==> config.mk <==
export PLATFORM = sky130hd
export DESIGN_NAME = spi_read_responder
export DESIGN_NICKNAME = d
export VERILOG_FILES = /design/src/rtl/rsp_pkg.sv /design/src/rtl/rsp_sync.sv /design/src/rtl/rsp_edge.sv /design/src/rtl/rsp_rom.sv /design/src/rtl/rsp_ctrl.sv /design/src/rtl/spi_read_responder.sv
export SDC_FILE = /design/constraint.sdc
export NUM_CORES = 1
export LEC_CHECK = 0
export BUFFER_PORTS_ARGS = -buffer_cell sky130_fd_sc_hd__buf_2
export CORE_UTILIZATION = 52
export CTS_CLUSTER_DIAMETER = 40
export DETAILED_ROUTE_END_ITERATION = 7
export PLACE_DENSITY_LB_ADDON = 0.3
export REMOVE_ABC_BUFFERS = 1
export SYNTH_ARGS = -nofsm -noshare
export SYNTH_HDL_FRONTEND = slang
export SYNTH_SLANG_ARGS = --single-unit
==> constraint.sdc <==
create_clock -name clk -period 7.7 [get_ports clk]
set_clock_uncertainty 0.15 [all_clocks]
set_input_delay 0.77 -clock clk [delete_from_list [all_inputs] [get_ports clk]]
set_output_delay 0.77 -clock clk [all_outputs]
set_load 0.01 [all_outputs]
==> src/rtl/rsp_pkg.sv <==
package rsp_pkg;

    typedef enum logic [2:0] {
        ST_IDLE,
        ST_OPCODE,
        ST_ADDR,
        ST_DATA,
        ST_IGNORE
    } rsp_state_e;

    localparam logic [7:0] RD_OPCODE = 8'h03;
    localparam int         OPC_BITS  = 8;
    localparam int         ADDR_BITS = 24;
    localparam int         CNT_W     = $clog2(ADDR_BITS + 1);

endpackage

==> src/rtl/rsp_sync.sv <==
module rsp_sync #(
    parameter int               WIDTH   = 3,
    parameter int               STAGES  = 2,
    parameter logic [WIDTH-1:0] RST_VAL = '0
) (
    input  logic             clk,
    input  logic             rst_n,
    input  logic [WIDTH-1:0] din,
    output logic [WIDTH-1:0] dout
);

    for (genvar g = 0; g < WIDTH; g++) begin : g_bit
        logic [STAGES-1:0] pipe_q;

        always_ff @(posedge clk or negedge rst_n) begin
            if (!rst_n) begin
                pipe_q <= {STAGES{RST_VAL[g]}};
            end else begin
                pipe_q <= {pipe_q[STAGES-2:0], din[g]};
            end
        end

        assign dout[g] = pipe_q[STAGES-1];
    end

endmodule

==> src/rtl/rsp_edge.sv <==
module rsp_edge (
    input  logic clk,
    input  logic rst_n,
    input  logic lvl,
    output logic rise,
    output logic fall
);

    logic prev_q;

    always_ff @(posedge clk or negedge rst_n) begin
        if (!rst_n) begin
            prev_q <= 1'b0;
        end else begin
            prev_q <= lvl;
        end
    end

    assign rise = lvl & ~prev_q;
    assign fall = ~lvl & prev_q;

endmodule

==> src/rtl/rsp_rom.sv <==
module rsp_rom #(
    parameter int         DEPTH = 256,
    parameter logic [7:0] SEED  = 8'h5B,
    localparam int        AW    = $clog2(DEPTH)
) (
    input  logic [AW-1:0] idx,
    output logic [7:0]    rd_data
);

    function automatic logic [7:0] pattern(input int unsigned i);
        logic [31:0] v;
        v = i * 32'd29 + 32'(SEED);
        return v[7:0];
    endfunction

    logic [7:0] table_w [DEPTH];

    for (genvar g = 0; g < DEPTH; g++) begin : g_word
        assign table_w[g] = pattern(g);
    end

    assign rd_data = table_w[idx];

endmodule

==> src/rtl/rsp_ctrl.sv <==
module rsp_ctrl
    import rsp_pkg::*;
#(
    parameter int AW = 8
) (
    input  logic          clk,
    input  logic          rst_n,
    input  logic          cs_hi,
    input  logic          sclk_rise,
    input  logic          sclk_fall,
    input  logic          sdi_s,
    input  logic          busy,
    input  logic [7:0]    rom_data,
    output logic [AW-1:0] rom_idx,
    output logic          sdo,
    output logic          sdo_oe
);

    rsp_state_e           state_q, state_d;
    logic [CNT_W-1:0]     cnt_q;
    logic [ADDR_BITS-1:0] sr_q;
    logic [ADDR_BITS-1:0] addr_q;
    logic [ADDR_BITS-1:0] cap_addr;
    logic [ADDR_BITS-1:0] addr_inc;
    logic [7:0]           tx_q;
    logic [2:0]           txcnt_q;
    logic                 out_q;
    logic                 oe_q;
    logic                 opc_last;
    logic                 addr_last;
    logic                 opc_match;
    logic                 in_cmd;

    assign cap_addr  = {sr_q[ADDR_BITS-2:0], sdi_s};
    assign addr_inc  = addr_q + ADDR_BITS'(1);
    assign opc_last  = (cnt_q == CNT_W'(OPC_BITS - 1));
    assign addr_last = (cnt_q == CNT_W'(ADDR_BITS - 1));
    assign opc_match = (cap_addr[7:0] == RD_OPCODE);
    assign in_cmd    = (state_q == ST_OPCODE) || (state_q == ST_ADDR);

    // Array index: the captured address while it completes, else the next byte.
    assign rom_idx = (state_q == ST_ADDR) ? cap_addr[AW-1:0] : addr_inc[AW-1:0];

    // Next-state logic
    always_comb begin
        state_d = state_q;
        if (cs_hi) begin
            state_d = ST_IDLE;                       // DESELECT
        end else begin
            unique case (state_q)
                ST_IDLE:   state_d = ST_OPCODE;      // SELECT
                ST_OPCODE: begin
                    if (sclk_rise && opc_last) begin
                        state_d = (opc_match && !busy) ? ST_ADDR : ST_IGNORE;
                    end
                end
                ST_ADDR: begin
                    if (sclk_rise && addr_last) begin
                        state_d = ST_DATA;           // STREAM
                    end
                end
                ST_DATA:   state_d = ST_DATA;
                ST_IGNORE: state_d = ST_IGNORE;
                default:   state_d = ST_IDLE;
            endcase
        end
    end

    // State register
    always_ff @(posedge clk or negedge rst_n) begin
        if (!rst_n) begin
            state_q <= ST_IDLE;
        end else begin
            state_q <= state_d;
        end
    end

    // Command capture and transmit datapath
    always_ff @(posedge clk or negedge rst_n) begin
        if (!rst_n) begin
            cnt_q   <= '0;
            sr_q    <= '0;
            addr_q  <= '0;
            tx_q    <= '0;
            txcnt_q <= '0;
        end else if (cs_hi || state_q == ST_IDLE) begin
            cnt_q   <= '0;
            txcnt_q <= '0;
        end else begin
            if (in_cmd && sclk_rise) begin
                sr_q <= cap_addr;
                if (state_q == ST_OPCODE && opc_last) begin
                    cnt_q <= '0;
                end else begin
                    cnt_q <= cnt_q + CNT_W'(1);
                end
                if (state_q == ST_ADDR && addr_last) begin
                    addr_q  <= cap_addr;
                    tx_q    <= rom_data;
                    txcnt_q <= '0;
                end
            end
            if (state_q == ST_DATA && sclk_fall) begin
                if (txcnt_q == 3'd7) begin
                    addr_q  <= addr_inc;
                    tx_q    <= rom_data;
                    txcnt_q <= '0;
                end else begin
                    tx_q    <= {tx_q[6:0], 1'b0};
                    txcnt_q <= txcnt_q + 3'd1;
                end
            end
        end
    end

    // Output register
    always_ff @(posedge clk or negedge rst_n) begin
        if (!rst_n) begin
            out_q <= 1'b0;
            oe_q  <= 1'b0;
        end else if (cs_hi || state_q == ST_IDLE) begin
            oe_q  <= 1'b0;
        end else if (state_q == ST_DATA && sclk_fall) begin
            out_q <= tx_q[7];
            oe_q  <= 1'b1;
        end
    end

    assign sdo    = out_q;
    assign sdo_oe = oe_q;

    AST_OE_ONLY_DATA: assert property (@(posedge clk) disable iff (!rst_n)
        oe_q |-> (state_q == ST_DATA));

    AST_CS_ABORT: assert property (@(posedge clk) disable iff (!rst_n)
        cs_hi |=> (!oe_q && state_q == ST_IDLE));

    AST_BUSY_BLOCKS: assert property (@(posedge clk) disable iff (!rst_n)
        (state_q == ST_OPCODE && sclk_rise && opc_last && busy) |=> (state_q != ST_ADDR));

    AST_IGNORE_STICKY: assert property (@(posedge clk) disable iff (!rst_n)
        (state_q == ST_IGNORE) |=> ((state_q == ST_IGNORE || state_q == ST_IDLE) && !oe_q));

    AST_ADDR_STEP: assert property (@(posedge clk) disable iff (!rst_n)
        ($past(state_q) == ST_DATA && !$stable(addr_q)) |-> (addr_q == $past(addr_q) + ADDR_BITS'(1)));

    AST_TX_ON_FALL: assert property (@(posedge clk) disable iff (!rst_n)
        !$stable(out_q) |-> $past(sclk_fall));

endmodule

==> src/rtl/spi_read_responder.sv <==
module spi_read_responder #(
    parameter int         DEPTH       = 256,
    parameter logic [7:0] SEED        = 8'h5B,
    parameter int         SYNC_STAGES = 2
) (
    input  logic clk,
    input  logic rst_n,
    input  logic cs_n,
    input  logic sclk,
    input  logic sdi,
    input  logic busy,
    output logic sdo,
    output logic sdo_oe
);

    localparam int AW = $clog2(DEPTH);

    logic          cs_s;
    logic          sclk_s;
    logic          sdi_s;
    logic          sclk_rise;
    logic          sclk_fall;
    logic [AW-1:0] rom_idx;
    logic [7:0]    rom_data;

    rsp_sync #(
        .WIDTH   (3),
        .STAGES  (SYNC_STAGES),
        .RST_VAL (3'b100)
    ) u_sync (
        .clk   (clk),
        .rst_n (rst_n),
        .din   ({cs_n, sclk, sdi}),
        .dout  ({cs_s, sclk_s, sdi_s})
    );

    rsp_edge u_edge (
        .clk   (clk),
        .rst_n (rst_n),
        .lvl   (sclk_s),
        .rise  (sclk_rise),
        .fall  (sclk_fall)
    );

    rsp_rom #(
        .DEPTH (DEPTH),
        .SEED  (SEED)
    ) u_rom (
        .idx     (rom_idx),
        .rd_data (rom_data)
    );

    rsp_ctrl #(
        .AW (AW)
    ) u_ctrl (
        .clk       (clk),
        .rst_n     (rst_n),
        .cs_hi     (cs_s),
        .sclk_rise (sclk_rise),
        .sclk_fall (sclk_fall),
        .sdi_s     (sdi_s),
        .busy      (busy),
        .rom_data  (rom_data),
        .rom_idx   (rom_idx),
        .sdo       (sdo),
        .sdo_oe    (sdo_oe)
    );

    AST_IDLE_QUIET: assert property (@(posedge clk) disable iff (!rst_n)
        (cs_s && $past(cs_s)) |-> !sdo_oe);

endmodule

# == Word-level counts from Yosys, hierarchy flattened ==
# Memory sizes are Yosys's and may differ from the RTL's.
# Index checks and enable logic that the tools add are counted.
# totals
regBits,75
rom_bits,2048
in_bits,6
out_inout_bits,2
word_cells,81
mem_count,1
# mem_list
memory,depth,width,rd,rd_ports_with_merged_regs,wr,line_no,source
(no name shown),256,8,1,0,0,rsp_rom.sv:22,assign rd_data = table_w[idx];
# op_classes
addsub,3
order_cmp,1
eq_ne,10
mux,26
n_bitwise,6
n_reduce_logical,22
# ops
cell,count
$mux 24,4
$mux 8,7
$mux 3,9
$add 24x1->24 const B,1
$mux 5,3
$pmux 3 s5,1
$ge 9x9->1 const B,1
$not 8->9,1
$eq 8x2->1 const B,1
$reduce_and 2->1,4
$reduce_bool 2->1,4
$logic_and 1x1->1,7
$eq 3x2->1 const B,2
$eq 3x3->1 const B,2
$ne 3x2->1 const B,2
$reduce_bool 3->1,2
$add 5x1->5 const B,1
$eq 5x3->1 const B,1
$eq 5x5->1 const B,1
$add 3x1->3 const B,1
$eq 3x1->1 const B,1
$logic_not 3->1,1
$not 1->1,3
$reduce_and 3->1,1
4 further kinds,7

# == Longest topological paths before layout ==
# Gate-level depths: netlist of the first run.
# logic_depth
ltp_word,9
mapped_depth,12
mapped_depth_nobuf,10

# == By module ==
# A second synthesis of the first run with hierarchy kept.
# hier_totals
hier_cells,355
hier_area_um2,3204.3
# by_module_without_submodules
mod,n_inst,cells_each,area_each_um2,seq_area_each_um2
rsp_ctrl,1,202,2052.0,900.9
rsp_rom,1,141,937.1,0.0
rsp_sync,1,9,175.2,152.6
rsp_edge,1,3,40.0,25.0

# == Worst setup path before layout of the first run ==
# Ideal clock, no wire load.
# synth_timing
path_kind,register -> register
startpoint,reg u_ctrl.state_q[2]
endpoint,reg u_ctrl.tx_q[6]
setup_time_ns,0.136
arrival_time_ns,2.703
required_time_ns,7.414
path_slack_ns,4.711
stages_incl_launch_ff,13
n_path_buf,4
synth_period_minus_slack_ns,2.989
path_cell_list,dfrtp_1 -> buf_6 -> or3b_1 -> buf_2 -> mux2_2 -> clkbuf_1 -> ha_1 -> buf_1 -> nor2_1 -> o21ai_0 -> a21oi_1 -> o41ai_1 -> a22oi_1
# synth_between
elab_chain_len,9
word_cells_on_any_way,22
classes_between,eq/ne (3); mux (7); bitwise (2); reduce/logical (9); memory (1)
# synth_rtl
item,line_no,source
"start, declared",rsp_ctrl.sv:19,"rsp_state_e state_q, state_d;"
"start signal, assigned",rsp_ctrl.sv:74,state_q <= state_d;
$eq 3x2->1,"rsp_ctrl.sv:39, rsp_ctrl.sv:42, rsp_ctrl.sv:97",
$mux 8,rsp_ctrl.sv:42,assign rom_idx = (state_q == ST_ADDR) ? cap_addr[AW-1:0] : addr_inc[AW-1:0];
$not 8->9 (implied by the code),rsp_rom.sv:22,
$mem_v2 256x8,-,
$mux 8 (implied by the code) (2 in a row),rsp_rom.sv:22,
$mux 8,rsp_ctrl.sv:97,if (state_q == ST_ADDR && addr_last) begin
$mux 8,rsp_ctrl.sv:90,if (in_cmd && sclk_rise) begin
$mux 8,rsp_ctrl.sv:103,if (state_q == ST_DATA && sclk_fall) begin
"end signal, assigned",rsp_ctrl.sv:99,tx_q <= rom_data;
"end signal, assigned",rsp_ctrl.sv:106,tx_q <= rom_data;
"end signal, assigned",rsp_ctrl.sv:109,"tx_q <= {tx_q[6:0], 1'b0};"
"end, declared",rsp_ctrl.sv:25,logic [7:0] tx_q;
# Parallel ways exist; a longest one is shown, timed or not. The select of a mux whose other input is x is not followed.
# A chain may end at the register's enable or synchronous reset.

# == Worst setup path in the final report of the first run ==
# layout_timing
startpoint,reg u_ctrl.state_q[0]
endpoint,reg u_ctrl.tx_q[7]
# Same word-level chain as after synthesis.

==> impl_metrics.env, run 1 <==
export IMPL_synth_area_leaders="dfrtp_1 (33%), nand2_1 (5.4%), nor2_1 (5.1%)"
export IMPL_fp_dieW_um=79.7
export IMPL_cp_depth=9
export IMPL_nets=389
export IMPL_ctsHoldBuffers=0
export IMPL_dp_hpwl_mm=5.69
export IMPL_cts_tree="done"
export IMPL_core_area_um2=5680
export IMPL_cp_endpoint="u_ctrl.tx_q[7]$_DFFE_PN0P_"
export IMPL_viasPerCell=6.64
export IMPL_leakagePower_nw=1.36
export IMPL_synth_top_area_share_pct=32.7
export IMPL_reg2reg_from="u_ctrl.state_q[0]$_DFFE_PN0P_"
export IMPL_synth_ff_type="dfrtp_1"
export IMPL_clock_latency_ns=0.30
export IMPL_grt_use_total_pct=27.7
export IMPL_finalSetupViolCount=0
export IMPL_max_stage_delay_ns=0.67
export IMPL_wl_mm=8.20
export IMPL_setup_ws_ns=4.15
export IMPL_pwr_share_comb_pct=16.6
export IMPL_clockBufferDepth=2
export IMPL_cp_start_kind="flip-flop"
export IMPL_swShare_pct=29.7
export IMPL_first_iter_violations=359
export IMPL_post_cts_buffers=0
export IMPL_place_gp_congestion=0.948
export IMPL_n_antenna_cell=0
export IMPL_p_seq_share_pct=46.4
export IMPL_io_buffer_count=7
export IMPL_synth_edff_count=0
export IMPL_hold_path_class="flip-flop to flip-flop"
export IMPL_ys_seq_area_share_pct=34.4
export IMPL_total_power_uw=588
export IMPL_vias=2948
export IMPL_cts_buffers=5
export IMPL_fp_dieH_um=79.7
export IMPL_power_switching_uw=175
export IMPL_rows=27
export IMPL_hold_viol_final=0
export IMPL_ys_types=68
export IMPL_status="complete, no violations"
export IMPL_die_area_um2=6350
export IMPL_grt_pass1_wl_mm=13.5
export IMPL_synth_top_cells_by_count="nand2_1 (45), nor2_1 (43), dfrtp_1 (41)"
export IMPL_cp_end_kind="flip-flop"
export IMPL_async_flop_share_pct=100
export IMPL_reg2regPathDepth=9
export IMPL_cts_sinks=43
export IMPL_clockRootBuffer="clkbuf_8"
export IMPL_grt_setup_unrepaired="no"
export IMPL_fmax_mhz=282
export IMPL_io_pins=8
export IMPL_ys_ff_latch=43
export IMPL_synth_largest_area_cell="dfrtp_1"
export IMPL_slowest_stage="or3b_1"
export IMPL_antenna_left=0
export IMPL_arrival_ns=3.59
export IMPL_grt_max_degree=44
export IMPL_overflow=0
export IMPL_tightest_slew_ns=0.941
export IMPL_layout_drive_gt1_share_pct=11.3
export IMPL_first_global_vias=2775
export IMPL_dpl_worst_slack_ns=4.26
export IMPL_p_per_area_nw_per_um2=178
export IMPL_post_synth_cell_area_avg_um2=8.26
export IMPL_antenna_found_initial=0
export IMPL_synth_most_common_cell="nand2_1"
export IMPL_ir_worst_vdd_uv=155
export IMPL_clk_pin_slew_worst_paths_ns=0.09
export IMPL_reg2reg_slack_ns=4.15
export IMPL_yosys_warnings=0
export IMPL_crit_fanout=14
export IMPL_clock_power_share_pct=37.1
export IMPL_areaGrowthSynthToFinish_pct=5.38
export IMPL_p_int_uw=413
export IMPL_critPathBufInv=1
export IMPL_finalSetupTns_ns=0
export IMPL_slew_headroom_pct=36.0
export IMPL_drv_cap=0
export IMPL_worstPathRequired_ns=7.74
export IMPL_netlist_area_um2=3140
export IMPL_drt_pass1_iter_count=5
export IMPL_post_cts_resized=0
export IMPL_r2r_end="u_ctrl.tx_q[7]$_DFFE_PN0P_"
export IMPL_wl_per_cell_um=18.5
export IMPL_period_share_pct=46.1
export IMPL_fin_crit_ns=3.55
export IMPL_slew_viol_final=0
export IMPL_path_cells="or3b_1 > mux2_2 > clkinv_1 > ha_1 > o21ai_0 > o21ai_0 > or4_1 > nand4_1 > nand4_1"
export IMPL_crit_path_start="u_ctrl.state_q[0]$_DFFE_PN0P_"
export IMPL_netlist_instances=380
export IMPL_critical_path_class="flip-flop to flip-flop"
export IMPL_drc=0
export IMPL_crit_family="simple AND/OR/NAND/NOR gates"
export IMPL_cts_max_level=2
export IMPL_initial_core_util_pct=55.3
-- power groups by stage --
stage | Sequential [mW] | Clock, mW | Combinational, mW
final | 0.273 | 0.218 | 0.0973
after global routing | 0.276 | 0.232 | 0.107
after floorplan | 0.267 | 0 | 0.0709
after detailed placement | 0.276 | 0 | 0.0961
after CTS | 0.272 | 0.222 | 0.0967
after global placement | 0.275 | 0 | 0.0933
-- cell usage in the layout, fill, tap and decap left out, types with 3 or more instances in the layout --
master / n
nand2_1: 45
nor2_1: 43
dfrtp_1: 41
a21oi_1: 25
o21ai_0: 22
nand3_1: 16
ha_1: 12
nor3_1: 11
mux2_2: 10
a31oi_1: 9
inv_1: 8
nand2b_1: 7
o22ai_1: 7
o211ai_1: 7
buf_2: 7
mux2i_1: 5
or3_1: 5
nand4_1: 5
clkbuf_8: 5
xnor2_1: 4
o31ai_1: 4
or4_1: 4
and2_1: 3
a22oi_1: 3
and4_1: 3
a211oi_1: 3
nor3b_1: 3
a31o_2: 3
-- cell type report --
class | instances | area (um2)
clock inverter | 3 | 71.3
clock buffer | 5 | 68.8
sequential | 43 | 1080
inverter | 9 | 33.8
tap | 72 | 90.1
timing repair buffer | 9 | 50.0
multi-input combinational | 303 | 1910
fill | 492 | 2370
-- state kept, by name (all words and copies together) (netlist names) --
name	cells
u_ctrl.sdo	1
u_ctrl.tx_q	8
u_ctrl.state_q	3
u_ctrl.addr_q	8
u_ctrl.sr_q	7
u_ctrl.sdo_oe	1
u_sync.g_bit.pipe_q	6
u_ctrl.txcnt_q	3
u_edge.prev_q	1
u_ctrl.cnt_q	5
-- how the worst min path moves through the flow --
stage                                                    from                                   to  slack, ns  depth (start not counted)
after floorplan           u_sync.g_bit[0].pipe_q[0]$_DFF_PN0_  u_sync.g_bit[0].pipe_q[1]$_DFF_PN0_       0.18                          0
after global placement    u_sync.g_bit[0].pipe_q[0]$_DFF_PN0_  u_sync.g_bit[0].pipe_q[1]$_DFF_PN0_       0.19                          0
after detailed placement  u_sync.g_bit[0].pipe_q[0]$_DFF_PN0_  u_sync.g_bit[0].pipe_q[1]$_DFF_PN0_       0.19                          0
after CTS                 u_sync.g_bit[0].pipe_q[0]$_DFF_PN0_  u_sync.g_bit[0].pipe_q[1]$_DFF_PN0_       0.21                          0
after global routing      u_sync.g_bit[0].pipe_q[0]$_DFF_PN0_  u_sync.g_bit[0].pipe_q[1]$_DFF_PN0_       0.22                          0
final                     u_sync.g_bit[0].pipe_q[0]$_DFF_PN0_  u_sync.g_bit[0].pipe_q[1]$_DFF_PN0_       0.21                          0
-- worst reg2reg max path, delay by kind of cell (launching register included) --
kind / cells / cell delay (ns)
mux: 1 / 0.54
simple gates: 4 / 1.25
fa+ha+maj: 1 / 0.38
buf+inv: 1 / 0.38
flops: 1 / 0.50
compound gates: 2 / 0.23
-- metrics by stage --
step           hold slack (ns)  std cells  utilization [%]  area (um2)
6_report                 0.210        444             58.3        3310
5_1_grt                  0.217        444             58.3        3310
4_1_cts                  0.214        444             58.3        3310
3_5_place_dp             0.193        436             55.8        3170
3_3_place_gp             0.191        436             55.8        3170
2_1_floorplan            0.181        355                -        3030
-- per-layer routing --
layer	wire length, um	track usage, %	vias up
met2	3660	43.2	152
met5	0	0	-
met1	3680	37.3	1385
met3	608	4.46	22
li1	-	-	1389
met4	246	13.1	0
-- kinds of logic after synthesis --
logic type / count (synthesis) / synth area share, %
xor gates and xnor gates: 6 / 1.67
buffers and inverters: 34 / 4.62
AOI/OAI and AO/OA: 111 / 23.6
muxes: 18 / 6.82
DFF: 43 / 34.4
and+or+nand+nor: 156 / 24.1
adders and majority gates: 12 / 4.78
Note: power is estimated with default switching activity, not from simulation.
==> run 2, diff against run 1 <==
--- a/config.mk
+++ b/config.mk
@@ -5,6 +5,7 @@
 export SDC_FILE = /design/constraint.sdc
 export NUM_CORES = 1
 export LEC_CHECK = 0
+export ABC_AREA = 1
 export BUFFER_PORTS_ARGS = -buffer_cell sky130_fd_sc_hd__buf_2
 export CORE_UTILIZATION = 52
 export CTS_CLUSTER_DIAMETER = 40
==> constraint.sdc (replaced) <==
create_clock -name clk -period 3.5 [get_ports clk]
set_clock_uncertainty 0.15 [all_clocks]
set_input_delay 0.35 -clock clk [delete_from_list [all_inputs] [get_ports clk]]
set_output_delay 0.35 -clock clk [all_outputs]
set_load 0.01 [all_outputs]
==> run 2 against run 1 <==
Sequential power increased by 110%; highest routed layer unchanged; synthesized area decreased by 0.20%; routed wire length decreased by 11%; combinational power increased to 2.6 times the previous value; utilization increased by 0.79 points; power increased by 110%; largest power group unchanged; synthesized cell count increased by 16%.
==> impl_metrics.env, run 2 <==
export IMPL_status="complete, no violations"
export IMPL_fmax_mhz=357
export IMPL_n_antenna_cell=0
export IMPL_grt_pass1_wl_mm=12.6
export IMPL_wl_per_cell_um=14.0
export IMPL_crit_fanout=16
export IMPL_stdcell_area_um2=3330
export IMPL_post_cts_resized=0
export IMPL_overflow=0
export IMPL_ir_worst_vdd_uv=283
export IMPL_synth_largest_area_cell="dfrtp_1"
export IMPL_netlist_area_um2=3130
export IMPL_drc=0
export IMPL_synth_compound_area_share_pct=14.5
export IMPL_initial_core_util_pct=55.5
export IMPL_worstPathRequired_ns=3.56
export IMPL_antenna_left=0
export IMPL_io_pins=8
export IMPL_viasPerCell=5.70
export IMPL_first_global_vias=2691
export IMPL_synth_top_cells_by_count="nand2_1 (113), nand3_1 (62), inv_1 (45)"
export IMPL_vias=2958
export IMPL_placedInstanceArea_um2=3180
export IMPL_dp_hpwl_mm=5.36
export IMPL_synth_top_family_by_area="simple AND/OR/NAND/NOR gates"
export IMPL_grt_use_total_pct=25.8
export IMPL_arrival_ns=2.86
export IMPL_ys_ff_latch=43
export IMPL_synthMuxAreaShare_pct=0
export IMPL_layout_common_cells="nand2_1 (113), nand3_1 (62), inv_1 (45)"
export IMPL_slew_viol_final=0
export IMPL_post_cts_buffers=0
export IMPL_synth_top_area_share_pct=32.8
export IMPL_clock_latency_ns=0.30
export IMPL_yosys_warnings=0
export IMPL_nets=464
export IMPL_drv_cap=0
export IMPL_async_flop_share_pct=100
export IMPL_ys_seq_area_share_pct=34.4
export IMPL_grt_max_degree=44
export IMPL_slew_headroom_pct=38.2
export IMPL_clockRootBuffer="clkbuf_8"
export IMPL_slowest_stage="dfrtp_1"
export IMPL_critical_path_class="flip-flop to flip-flop"
export IMPL_finalSetupViolCount=0
export IMPL_postLayoutCoreUtil_pct=59.1
export IMPL_synth_area_leaders="dfrtp_1 (33%), nand2_1 (14%), nand3_1 (9.9%)"
export IMPL_fin_crit_ns=2.80
export IMPL_period_share_pct=80.0
export IMPL_whs_ns=0.0296
export IMPL_antenna_found_initial=0
export IMPL_areaGrowthSynthToFinish_pct=6.39
export IMPL_hold_viol_final=0
export IMPL_synth_edff_count=0
export IMPL_drt_pass1_iter_count=5
export IMPL_rows=27
export IMPL_path_cells="inv_2 > nand3_4 > o21ai_2 > inv_1 > ha_1 > nand2_1 > nand3_1 > nand3_1 > nand3_1 > nand3_1 > nand2_1 > nand2_1 > nand3_1 > nand2_1 > nand2_1"
export IMPL_critPathBufInv=2
export IMPL_wl_mm=7.29
export IMPL_cts_sinks=43
export IMPL_cts_max_level=2
export IMPL_cp_end_kind="flip-flop"
export IMPL_place_gp_congestion=0.895
export IMPL_synth_ff_type="dfrtp_1"
export IMPL_hold_path_class="primary input to async pin"
export IMPL_post_synth_cell_area_avg_um2=7.13
export IMPL_io_buffer_count=7
export IMPL_core_area_um2=5640
export IMPL_reg_top3="u_ctrl.addr_q x8, u_ctrl.tx_q x8, u_ctrl.sr_q x7"
export IMPL_crit_family="simple AND/OR/NAND/NOR gates"
export IMPL_fp_dieH_um=79.6
export IMPL_synthXorXnorAreaFrac_pct=0.839
export IMPL_max_stage_delay_ns=0.48
export IMPL_finalSetupTns_ns=0
export IMPL_ctsHoldBuffers=3
export IMPL_cp_start_kind="flip-flop"
export IMPL_clockBufferDepth=2
export IMPL_grt_setup_unrepaired="no"
export IMPL_leakagePower_nw=1.66
export IMPL_p_per_area_nw_per_um2=375
export IMPL_final_common_cell="nand2_1"
export IMPL_synth_simple_gate_area_share_pct=36.5
export IMPL_netlist_instances=439
export IMPL_layout_drive_gt1_share_pct=12.5
export IMPL_first_iter_violations=245
export IMPL_synth_fa_ha_area_share_pct=4.79
export IMPL_die_area_um2=6340
export IMPL_clk_pin_slew_worst_paths_ns=0.09
export IMPL_tightest_slew_ns=0.927
export IMPL_cts_tree="done"
export IMPL_synth_most_common_cell="nand2_1"
export IMPL_ys_types=43
export IMPL_fp_dieW_um=79.6
export IMPL_cts_buffers=5
-- run 2: cell count changes after synthesis, sizes merged, moves of 12 or more --
cell,previous run,this run
nand2,45,128
clkbuf,15,3
inv,8,52
nor2,43,31
nand3,16,66
o21ai,22,41
-- run 2: metal layers --
metal,global-route usage [%],share of wire (%)
met5,0,0
met4,10.9,2.5
met3,4.46,6.0
met2,41.9,47
met1,33.8,45
-- run 2: logic make-up after synthesis --
group,count (synthesis)
simple gates,240
fa+ha+maj,12
buf+inv,63
compound gates,78
xor+xnor,3
flops,43
-- run 2: power by group --
part           switching, mW  internal, mW
clock network          0.181         0.235
logic                  0.179        0.0728
registers             0.0472         0.535
total                  0.407         0.842
-- run 2: area by class of cell --
| cell class | instances | area, um2 |
|---|---|---|
| Timing Repair Buffer | 11 | 72.6 |
| Clock buffer | 6 | 82.6 |
| Multi-Input combinational cell | 333 | 1770 |
| Inverter | 52 | 195 |
| Clock inverter | 2 | 38.8 |
| Tap cell | 72 | 90.1 |
| Fill cell | 516 | 2310 |
| Sequential cell | 43 | 1080 |
-- run 2: worst register-to-register path, stage by stage, from the launching register on --
cell	delay (ns)
dfrtp_1	0.48
inv_2	0.16
nand3_4	0.20
o21ai_2	0.38
inv_1	0.18
ha_1	0.28
nand2_1	0.17
nand3_1	0.10
nand3_1	0.12
nand3_1	0.07
nand3_1	0.09
nand2_1	0.05
nand2_1	0.06
nand3_1	0.10
nand2_1	0.07
nand2_1	0.04
-- run 2: final timing paths --
path	start	end	slack (ns)	depth (start not counted)
max	u_ctrl.state_q[0]$_DFFE_PN0P_	u_ctrl.tx_q[7]$_DFFE_PN0P_	0.70	15
min	rst_n	u_ctrl.addr_q[1]$_DFFE_PN0P_	0.03	1
max reg2reg	u_ctrl.state_q[0]$_DFFE_PN0P_	u_ctrl.tx_q[7]$_DFFE_PN0P_	0.70	15
min reg2reg	u_sync.g_bit[0].pipe_q[0]$_DFF_PN0_	u_sync.g_bit[0].pipe_q[1]$_DFF_PN0_	0.21	0
max in group asynchronous	rst_n	u_ctrl.txcnt_q[1]$_DFFE_PN0P_	2.59	1
min in group clk	u_sync.g_bit[0].pipe_q[0]$_DFF_PN0_	u_sync.g_bit[0].pipe_q[1]$_DFF_PN0_	0.21	0
-- run 2: per-stage QoR --
stage | instances | setup slack (ns) | power [mW]
CTS | 519 | 0.738 | 1.25
global placement | 508 | 0.842 | 0.830
floorplan | 428 | 1.10 | 0.758
finish | 519 | 0.700 | 1.25
global route | 519 | 0.482 | 1.31
detailed placement | 508 | 0.761 | 0.837
